File: config.mk
export PLATFORM = sky130hd
export DESIGN_NAME = i2s_rx_port
export DESIGN_NICKNAME = d
export VERILOG_FILES = /design/src/rtl/i2s_rx_port.sv
export SDC_FILE = /design/constraint.sdc
export NUM_CORES = 1
export LEC_CHECK = 0
export ABC_AREA = 1
export BUFFER_PORTS_ARGS = -buffer_cell sky130_fd_sc_hd__buf_2
export CORE_MARGIN = 10
export CORE_UTILIZATION = 40
export CTS_CLUSTER_DIAMETER = 60
export DETAILED_ROUTE_END_ITERATION = 8
export PLACE_DENSITY = 0.6
export SLEW_MARGIN = 20
export SYNTH_ARGS = -nofsm -noshare
export SYNTH_HDL_FRONTEND = slang
export SYNTH_SLANG_ARGS = --single-unit
export TNS_END_PERCENT = 30
File: constraint.sdc
create_clock -name clk -period 2.9 [get_ports clk]
set_input_delay 0.435 -clock clk [delete_from_list [all_inputs] [get_ports clk]]
set_output_delay 0.435 -clock clk [all_outputs]
set_load 0.03 [all_outputs]
File: src/rtl/i2s_rx_port.sv
module i2s_rx_port #(
  parameter int WORD_W  = 24,
  parameter int ENTRY_W = 32,
  parameter int DEPTH   = 8,
  parameter int N_W     = 3
) (
  input  logic                     clk,
  input  logic                     rst_n,
  input  logic                     sclk_in,
  input  logic                     ws_in,
  input  logic                     sd_in,
  input  logic                     cfg_en,
  input  logic [1:0]               cfg_ch_en,
  input  logic [N_W-1:0]           cfg_thresh,
  input  logic                     cfg_mask_rise,
  input  logic                     cfg_mask_fall,
  input  logic                     cfg_prio,
  input  logic                     rd_en,
  output logic [ENTRY_W-1:0]       rd_data,
  output logic                     rd_valid,
  output logic [$clog2(DEPTH):0]   fifo_count,
  output logic                     overflow,
  output logic                     irq_hi,
  output logic                     irq_lo
);
  localparam int AW  = $clog2(DEPTH);
  localparam int CW  = AW + 1;
  localparam int BW  = $clog2(WORD_W + 1);
  localparam int PAD = ENTRY_W - WORD_W;

  logic              sclk_q, ws_prev, armed, above_q;
  logic [BW-1:0]     bit_cnt;
  logic [WORD_W-1:0] sh;
  logic [WORD_W-1:0] mem [DEPTH];
  logic [AW-1:0]     wptr, rptr;

  wire sclk_rise = sclk_in & ~sclk_q;
  wire fs_edge   = sclk_rise & (ws_in ^ ws_prev);
  wire arm_edge  = fs_edge & ~ws_in;
  wire taking    = bit_cnt < BW'(WORD_W);
  wire [WORD_W-1:0] word_nx = taking ? {sh[WORD_W-2:0], sd_in} : sh;

  wire wr_req = cfg_en & armed & fs_edge & cfg_ch_en[ws_prev];
  wire full   = fifo_count == CW'(DEPTH);
  wire push   = wr_req & ~full;
  wire pop    = rd_en & rd_valid;
  wire above  = fifo_count > CW'(cfg_thresh);
  wire fire   = above & ~above_q & cfg_mask_rise & ~cfg_mask_fall;

  assign rd_valid = fifo_count != '0;
  assign rd_data  = {mem[rptr], {PAD{1'b0}}};

  always_ff @(posedge clk or negedge rst_n) begin
    if (!rst_n) begin
      sclk_q  <= 1'b0;
      ws_prev <= 1'b1;
      bit_cnt <= BW'(WORD_W);
      sh      <= '0;
    end else begin
      sclk_q <= sclk_in;
      if (sclk_rise) begin
        ws_prev <= ws_in;
        if (fs_edge) begin
          bit_cnt <= '0;
          sh      <= '0;
        end else if (taking) begin
          bit_cnt <= bit_cnt + BW'(1);
          sh      <= word_nx;
        end
      end
    end
  end

  always_ff @(posedge clk or negedge rst_n) begin
    if (!rst_n) begin
      armed      <= 1'b0;
      wptr       <= '0;
      rptr       <= '0;
      fifo_count <= '0;
      overflow   <= 1'b0;
    end else if (!cfg_en) begin
      armed      <= 1'b0;
      wptr       <= '0;
      rptr       <= '0;
      fifo_count <= '0;
      overflow   <= 1'b0;
    end else begin
      if (arm_edge) armed <= 1'b1;
      if (push) wptr <= wptr + AW'(1);
      if (pop)  rptr <= rptr + AW'(1);
      fifo_count <= fifo_count + CW'(push) - CW'(pop);
      if (wr_req && full) overflow <= 1'b1;
    end
  end

  always_ff @(posedge clk) begin
    if (push) mem[wptr] <= word_nx;
  end

  always_ff @(posedge clk or negedge rst_n) begin
    if (!rst_n) begin
      above_q <= 1'b0;
      irq_hi  <= 1'b0;
      irq_lo  <= 1'b0;
    end else begin
      above_q <= above;
      irq_hi  <= fire & cfg_prio;
      irq_lo  <= fire & ~cfg_prio;
    end
  end
endmodule

==> reports/qor.yml, run 1 <==
drt:
  drcViolationCount: 0
  wl_per_cell_um: 17.57
  viasPerCell: 5.050
  drt-initial-drc-count: 566
  drt-total-wl_mm: 21.97
  dr.pass1.iters: 5
  vias: 6317
  drtAntennaViolNets: 0
grt:
  grtUsageMet3_pct: 2.199
  grt-ovfl-total: 0
  grt_max_degree: 99
  grt.busiest_layer: "met2"
  antenna_found_initial: 0
  grt_pass1_wl_mm: 34.13
  use_met1_pct: 18.53
  grtUsageMet2_pct: 22.58
  grt_pass1_vias: 6092
  grt_util_all_layers_pct: 13.67
power:
  p_sw_share_pct: 31.16
  combinationalPowerShare_pct: 23.7
  vdd_drop_max_mv: 0.4441
  p_per_area_nw_per_um2: 846.1
  p_leak_nw: 4.301
  clkPwrFrac_pct: 36.8
  p_seq_share_pct: 39.4
  p_sw_w: 0.003028
  p_int_w: 0.006690
critical_path:
  critPathSlowestCell: "inv_6"
  r2r-start: "fifo_count[2]"
  cp_data_required_time_ps: 2470
  reg2regPathDepth: 10
  slowest_delay_ps: 490
  path_class: "register to output port"
  crit_end: "rd_data[8]"
  critPathCaptureType: "output port"
  arrival_ps: 2230
  r2r_slack_ps: 550
  cpMostUsedCell: "nand2_1"
  r2r_end: "fifo_count[2]"
  path_cells: "inv_6 -> o21ai_0 -> o22ai_1 -> nand2_1 -> nand2_1 -> buf_2"
  startpoint: "rptr[0]"
  cp-start-kind: "register"
  crit_fanout: 98
place:
  portBuffers: 46
  placed_cells: 1203
  place_congestion: 0.7623
  dp_hpwl_mm: 11.55
synth:
  synthTopCellsByCount: "edfxtp_1, nand2_1, nor2_1"
  synth_seq_cells: 238
  synthArstFlopShare_pct: 19.33
  syn_inst: 861
  synth-simple-area-share_pct: 11.94
  synth.most_common_cell: "edfxtp_1"
  synth_xor_area_share_pct: 0.1742
  synth_area_leaders: "edfxtp_1, dfrtp_1, nand2_1"
  synth_top_cell_by_area: "edfxtp_1"
  syn_area_per_cell_um2: 11.68
  yosysWarnings: 0
  synth_compound_area_share_pct: 11.66
  ys_seq_area_share_pct: 68.82
  synth_fa_ha_area_share_pct: 1.692
  syn_area_um2: 10060
  yosys.area.top_type_share_pct: 57.33
  synth.area.mux_share_pct: 0
  synth_top_family_by_area: "simple AND/OR/NAND/NOR gates"
  synth_cell_type_count: 40
  synth-main-ff-cell: "edfxtp_1"
  synth_edf_count: 192
final_layout:
  insertedDiodeCount: 0
  nNetsFinal: 935
  drive_above_1_share_pct: 16.40
  seqCellArea_um2: 6922
  finalNonFillerCells: 1251
  area_delta_synth_final_pct: 14.22
  nFillCells: 2251
  multi_input_area_um2: 2611
clocking:
  cts_resized: 0
  cts_hold_buf: 0
  clock_latency_ps: 520
  cts_tree: "yes"
  cts_max_level: 1
  clk_path_buf_depth: 3
  cts_root_buf: "clkbuf_16"
  cts_buffers: 26
  cts.clk_slew.worst_paths_ps: 60
  post-cts-setup-buffer-count: 0
  cts.sinks: 238
job:
  drv_cap: 0
sta:
  setup_viol: 0
  period_share_pct: 91.98
  fin_skew_ps: 16.37
  fin_crit_ps: 2668
  max_slew_margin_pct: 37.53
  fin_setup_tns_ps: 0
  whs_ps: 31.86
  fmax_ghz: 0.3749
  hold_violations: 0
  final_max_slew_viol_count: 0
  worstMarginPinSlew_ps: 927.2
  rsz0062_at_grt: "no"
hold_path:
  hold_path_class: "input pin to async pin"
die:
  die_area_um2: 31880
  fp-row-count: 57
  start_util_pct: 40.99
  fp.coreArea_um2: 24530
  die_h_um: 178.6
  ioPinCount: 55
  dieWidth_um: 178.6
run_status:
  status: "completed"
## logic make-up after synthesis
logic type,Yosys count
xor+xnor,2
compound gates,209
other cells,1
simple gates,289
flops,238
fa+ha+maj,13
buf+inv,109
## cells in the final DEF, fill, tap and decap left out, types with 2 or more instances in the layout
cell	count
edfxtp_1	192
nand2_1	145
nor2_1	108
o21ai_0	100
inv_1	50
o22ai_1	48
buf_2	46
dfrtp_1	42
o21ai_1	35
clkbuf_16	27
buf_4	18
o21ai_2	15
nand3_1	12
ha_1	12
nor2_2	8
conb_1	8
a21oi_1	7
bufinv_16	6
clkinv_2	5
nand2_2	4
clkinvlp_4	4
clkinv_1	3
dfstp_2	3
nor2_4	2
inv_2	2
nand3_2	2
nand4_1	2
clkbuf_1	2
## layout make-up
type	count	area share [%]
multi-input cells	521	22.73
clock inverters	18	2.190
flip-flops and latches	238	60.26
inverters	55	1.863
repair buffers	65	3.355
well taps	324	3.529
clock buffers	30	6.068
## stage by stage
step	utilization [%]	total power, W	instance area [um2]	worst slack [ps]
2_1_floorplan	-	0.005644	10080	254.6
3_3_place_gp	42.95	0.006223	10540	551.5
3_5_place_dp	42.95	0.006244	10540	504.1
4_1_cts	46.82	0.009825	11490	217.5
5_1_grt	46.82	0.01022	11490	59.11
6_report	46.82	0.009718	11490	232.5
## state kept, by name, indices dropped and copies added, names as in the netlist
register	count
rptr	3
above_q	1
ws_prev	1
irq_lo	1
bit_cnt	5
mem	192
sclk_q	1
armed	1
wptr	3
fifo_count	4
sh	24
irq_hi	1
overflow	1
## metal layers
layer  part of all wire (%)  vias to the layer above
met5                      0                        -
met2                     48                      144
met4                    1.4                        0
met1                     44                     3058
met3                    5.8                       25
li1                       -                     3090
## power by group through the flow
stage	clock, W	combinational (W)	sequential [W]
global route	0.00378	0.00259	0.00384
detailed placement	0	0.00235	0.00390
global placement	0	0.00233	0.00390
finish	0.00358	0.00231	0.00383
floorplan	0	0.00170	0.00394
CTS	0.00364	0.00235	0.00383
## worst min path at each step
stage                     startpoint  cells past startpoint            end
final                          rst_n                      2  fifo_count[0]
after global routing         sclk_in                      1         sclk_q
after CTS                    sclk_in                      1         sclk_q
after detailed placement  bit_cnt[4]                      2     bit_cnt[4]
after global placement    bit_cnt[4]                      2     bit_cnt[4]
after floorplan                rst_n                      0        above_q
## critical path: cells and delay by family, from the launching register on
family | cells | cell delay, ps
AO/OA/AOI/OAI | 2 | 310
buffers and inverters | 2 | 700
flip-flops | 1 | 440
AND/OR/NAND/NOR | 2 | 190
Note: power is estimated with default switching activity, not from simulation.
==> inputs of run 2 (changes only) <==
--- a/config.mk
+++ b/config.mk
@@ -6,12 +6,12 @@
 export NUM_CORES = 1
 export LEC_CHECK = 0
 export ABC_AREA = 1
-export BUFFER_PORTS_ARGS = -buffer_cell sky130_fd_sc_hd__buf_2
 export CORE_MARGIN = 10
 export CORE_UTILIZATION = 40
 export CTS_CLUSTER_DIAMETER = 60
 export DETAILED_ROUTE_END_ITERATION = 8
-export PLACE_DENSITY = 0.6
+export DONT_BUFFER_PORTS = 1
+export PLACE_DENSITY = 0.58
 export SLEW_MARGIN = 20
 export SYNTH_ARGS = -nofsm -noshare
 export SYNTH_HDL_FRONTEND = slang
==> reports/qor.yml, run 2 (synthesis results as in run 1) <==
power:
  clkPwrFrac_pct: 35.7
  p_sw_w: 0.002981
  p_per_area_nw_per_um2: 842.0
  p_seq_share_pct: 40.5
  vdd_drop_max_mv: 0.4874
  p_int_w: 0.006726
  combinationalPowerShare_pct: 23.8
  p_leak_nw: 4.276
  p_sw_share_pct: 30.71
job:
  drv_cap: 0
final_layout:
  nNetsFinal: 923
  largest_reg_flops: 192
  drive_above_1_share_pct: 14.43
  final_cell_mix: "edfxtp_1, nand2_1, nor2_1"
  fin_util_pct: 46.99
  layout_commonest_cell: "edfxtp_1"
  design_area_um2: 11530
  top_regs: "mem: 192 flops, sh: 24 flops, bit_cnt: 5 flops"
  insertedDiodeCount: 0
  top_register: "mem"
  area_delta_synth_final_pct: 14.65
grt:
  grt_util_all_layers_pct: 13.43
  grt-ovfl-total: 0
  grt_max_degree: 47
  grt_pass1_vias: 5909
  grt_pass1_wl_mm: 33.66
  antenna_found_initial: 0
clocking:
  clock_latency_ps: 520
  cts_buffers: 26
  cts_tree: "yes"
  cts_max_level: 1
  cts.sinks: 238
  clk_path_buf_depth: 3
  cts.clk_slew.worst_paths_ps: 60
  cts_root_buf: "clkbuf_16"
  post-cts-setup-buffer-count: 0
critical_path:
  cp_data_required_time_ps: 2470
  path_class: "register to output port"
  crit_fanout: 34
  critPathCaptureType: "output port"
  path_cells: "buf_4 -> o21ai_0 -> o22ai_1 -> nand2_1 -> nand2_1 -> buf_4"
  critPathSlowestCell: "dfrtp_4"
  arrival_ps: 2280
  cp-start-kind: "register"
  slowest_delay_ps: 640
die:
  ioPinCount: 55
  die_area_um2: 31880
  start_util_pct: 40.99
  fp-row-count: 57
  die_h_um: 178.6
  dieWidth_um: 178.6
  fp.coreArea_um2: 24530
drt:
  wl_per_cell_um: 17.29
  vias: 6245
  drt-total-wl_mm: 21.42
  dr.pass1.iters: 5
  drt-initial-drc-count: 365
  drcViolationCount: 0
  drtAntennaViolNets: 0
  viasPerCell: 5.040
sta:
  fmax_ghz: 0.3685
  fin_crit_ps: 2714
  worstMarginPinSlew_ps: 1033
  hold_violations: 0
  fin_setup_tns_ps: 0
  setup_slack_ps: 186.0
  rsz0062_at_grt: "no"
  final_max_slew_viol_count: 0
  fin_skew_ps: 22.99
  period_share_pct: 93.59
  max_slew_margin_pct: 30.43
  setup_viol: 0
place:
  place_congestion: 0.7268
  portBuffers: 0
  placed_cell_area_um2: 10520
  dp_hpwl_mm: 11.88
  dpl_worst_slack_ps: 491.5
run_status:
  status: "completed"
hold_path:
  hold_path_class: "input pin to register"
run 2: cell types whose count changed in the layout (fill, tap and decap cells not counted), moves of 2 or more:
| cell | delta |
|---|---|
| clkinv_1 | +3 |
| buf_2 | -46 |
| buf_4 | +27 |
| clkinvlp_4 | -2 |
| dlygate4sd3_1 | +5 |
run 2: power by group through the flow:
stage | combinational, W | clock (W) | sequential (W)
3_3_place_gp | 0.00230 | 0 | 0.00400
6_report | 0.00231 | 0.00346 | 0.00393
4_1_cts | 0.00235 | 0.00354 | 0.00393
2_1_floorplan | 0.00170 | 0 | 0.00394
3_5_place_dp | 0.00231 | 0 | 0.00400
5_1_grt | 0.00261 | 0.00369 | 0.00395
run 2: through the flow:
stage                     total power, W  cells  hold WS [ps]
final                           0.009707   1239         25.72
after global routing             0.01025   1239         3.317
after CTS                       0.009820   1239         1.294
after detailed placement        0.006312   1185         141.5
after global placement          0.006295   1185         142.1
after floorplan                 0.005644    868         139.4
run 2: path summary, 6_finish.rpt:
| check | startpoint | end | slack (ps) | cells after the start |
|---|---|---|---|---|
| setup / recovery | rptr[0] | rd_data[8] | 190 | 6 |
| hold / removal | cfg_en | fifo_count[3] | 30 | 2 |
| setup reg to reg | fifo_count[2] | fifo_count[2] | 480 | 11 |
| hold reg to reg | bit_cnt[4] | bit_cnt[4] | 480 | 2 |
| max in group asynchronous | rst_n | bit_cnt[3] | 2210 | 2 |
| min in group asynchronous | rst_n | fifo_count[2] | 420 | 2 |
run 2: worst max-delay path, delay by kind of cell (launching register included):
family	cells	cell delay, ps
compound gates	2	320
flops	1	640
buf+inv	2	580
simple gates	2	210
run 2: cell type report:
| type | instances | area [um2] |
|---|---|---|
| clock inverters | 17 | 209.0 |
| clock buffers | 31 | 710.7 |
| repair buffers | 53 | 446.7 |
| flip-flops and latches | 238 | 6924 |
| fillers | 2245 | 13010 |
| well taps | 324 | 405.4 |
| inverters | 55 | 221.5 |
| multi-input cells | 521 | 2611 |
run 2: repair_timing:
action                                  CTS  global route
endpoints found under the hold margin    52             0
gates cloned                              0             0
endpoints found under the setup margin    1             7
hold buffers                              6             0
gates resized for setup                   1             3
run 2: routing by layer:
metal,vias up,share of wire (%),global-route usage (%)
met1,3029,44,17.43
met3,31,5.6,2.664
met2,127,48,22.36
li1,3058,-,-
met5,-,0,0
met4,0,1.8,3.893
==> inputs of run 3 (changes only) <==
--- a/config.mk
+++ b/config.mk
@@ -5,7 +5,7 @@
 export SDC_FILE = /design/constraint.sdc
 export NUM_CORES = 1
 export LEC_CHECK = 0
-export ABC_AREA = 1
+export ABC_AREA = 0
 export CORE_MARGIN = 10
 export CORE_UTILIZATION = 40
 export CTS_CLUSTER_DIAMETER = 60
==> reports/qor.yml, run 3 <==
final_layout:
  drive_above_1_share_pct: 24.54
  layout_commonest_cell: "edfxtp_1"
  largest_reg_flops: 192
  fin_util_pct: 47.09
  top_register: "mem"
  nNetsFinal: 611
  insertedDiodeCount: 0
  top_regs: "mem: 192 flops, sh: 24 flops, bit_cnt: 5 flops"
  finalNonFillerCells: 922
  final_cell_mix: "edfxtp_1, nand2_1, mux4_2"
  area_delta_synth_final_pct: 14.95
drt:
  drt-total-wl_mm: 19.14
  wl_per_cell_um: 20.76
  vias: 4823
  drtAntennaViolNets: 0
  drt-initial-drc-count: 447
  dr.pass1.iters: 4
  drcViolationCount: 0
  viasPerCell: 5.231
synth:
  syn_area_um2: 9702
  syn_area_per_cell_um2: 17.61
  synth_cell_type_count: 44
  yosysWarnings: 0
  synthTopCellsByCount: "edfxtp_1, nand2_1, dfrtp_1, mux4_2, mux2_2"
  syn_inst: 551
  synth.most_common_cell: "edfxtp_1"
  synth_area_leaders: "edfxtp_1, dfrtp_1, mux4_2"
  synth-main-ff-cell: "edfxtp_1"
  synth_seq_cells: 238
  yosys.area.top_type_share_pct: 59.43
  synthArstFlopShare_pct: 19.33
  synth_edf_count: 192
  synth_top_cell_by_area: "edfxtp_1"
  ys_seq_area_share_pct: 71.33
sta:
  fmax_ghz: 0.3858
  worstMarginPinSlew_ps: 1050
  setup_viol: 0
  final_max_slew_viol_count: 0
  fin_crit_ps: 2592
  max_slew_margin_pct: 29.83
  fin_skew_ps: 5.796
  fin_setup_tns_ps: 0
  whs_ps: 51.50
  period_share_pct: 89.37
  rsz0062_at_grt: "no"
  hold_violations: 0
power:
  vdd_drop_max_mv: 0.4168
  total_power_w: 0.008981
  p_per_area_nw_per_um2: 805.3
  p_leak_nw: 4.028
place:
  portBuffers: 0
  place_congestion: 0.7253
  dp_hpwl_mm: 11.14
  placed_cells: 871
critical_path:
  r2r_slack_ps: 380
  crit_fanout: 28
  path_class: "register to output port"
  cp-start-kind: "register"
  reg2regPathDepth: 11
  cp_data_required_time_ps: 2470
  arrival_ps: 2160
  critPathCaptureType: "output port"
die:
  fp-row-count: 56
  start_util_pct: 40.97
  fp.coreArea_um2: 23680
  die_h_um: 175.7
  ioPinCount: 55
  dieWidth_um: 175.7
  die_area_um2: 30880
clocking:
  cts.clk_slew.worst_paths_ps: 60
  post-cts-setup-buffer-count: 0
  cts_root_buf: "clkbuf_16"
  cts.sinks: 238
  clk_path_buf_depth: 3
  cts_tree: "yes"
  cts_max_level: 1
  cts_buffers: 26
  cts_resized: 0
  clock_latency_ps: 510
job:
  drv_cap: 0
grt:
  grt_util_all_layers_pct: 12.35
  grt.busiest_layer: "met2"
  grt-ovfl-total: 0
  grt_max_degree: 47
  grtUsageMet3_pct: 3.260
  grt_pass1_vias: 5183
  use_met1_pct: 15.94
  grtUsageMet2_pct: 20.35
  antenna_found_initial: 0
  grt_pass1_wl_mm: 30.15
hold_path:
  hold_path_class: "input pin to register"
  holdPathStages: 1
run_status:
  status: "completed"
## run 3: routing by layer
layer / routed length (um) / vias to the layer above
li1: - / 2179
met1: 8313 / 2506
met2: 9365 / 110
met3: 1137 / 28
met4: 323 / 0
met5: 0 / -
## run 3: what timing repair did
action | in CTS | in global routing
hold buffers | 3 | 0
hold endpoints to repair | 47 | 0
setup endpoints to repair | 0 | 0
## run 3: area by class of cell
| type | count | area (um2) |
|---|---|---|
| fill | 2047 | 12530 |
| sequential | 238 | 6923 |
| multi-input combinational | 277 | 2601 |
| clock buffer | 38 | 716.9 |
| tap | 319 | 399.1 |
| timing repair buffer | 29 | 317.8 |
| clock inverter | 10 | 152.6 |
| inverter | 11 | 41.29 |
## run 3: worst paths after layout
| path | startpoint | to |
|---|---|---|
| setup / recovery | rptr[0] | rd_data[17] |
| hold / removal | cfg_en | fifo_count[0] |
| setup reg to reg | fifo_count[2] | fifo_count[2] |
| hold reg to reg | armed | armed |
| max in group asynchronous | rst_n | bit_cnt[4] |
| min in group asynchronous | rst_n | fifo_count[2] |
## run 3: through the flow
stage | worst slack [ps] | instance area [um2]
after floorplan | 53.85 | 9733
after global placement | 435.4 | 10230
after detailed placement | 393.9 | 10230
after CTS | 257.6 | 11150
after global routing | 214.3 | 11150
final | 308.2 | 11150
## run 3: cells by family (layout without fill, tap and decap cells)
| logic type | after synthesis | after routing | synth area share [%] |
|---|---|---|---|
| AND/OR/NAND/NOR | 130 | 130 | 6.010 |
| flip-flops | 238 | 238 | 71.33 |
| multiplexers | 74 | 74 | 14.34 |
| adder cells (fa/ha/maj) | 13 | 13 | 1.754 |
| XOR/XNOR | 6 | 6 | 0.6192 |
| buffers and inverters | 43 | 88 | 2.463 |
| AO/OA/AOI/OAI | 46 | 46 | 3.443 |
| other | 1 | 8 | 0.03865 |
## run 3: power breakdown
group / leakage (nW) / switching [W] / internal [W]
Sequential: 2.41 / 0.0000586 / 0.00374
Combinational: 1.20 / 0.00103 / 0.000833
Clock: 0.413 / 0.00126 / 0.00207
## run 3: critical path, cell delays in order, from the launching register on
cell and delay (ps):
dfrtp_2 410, buf_12 240, mux4_1 590, mux2_2 370
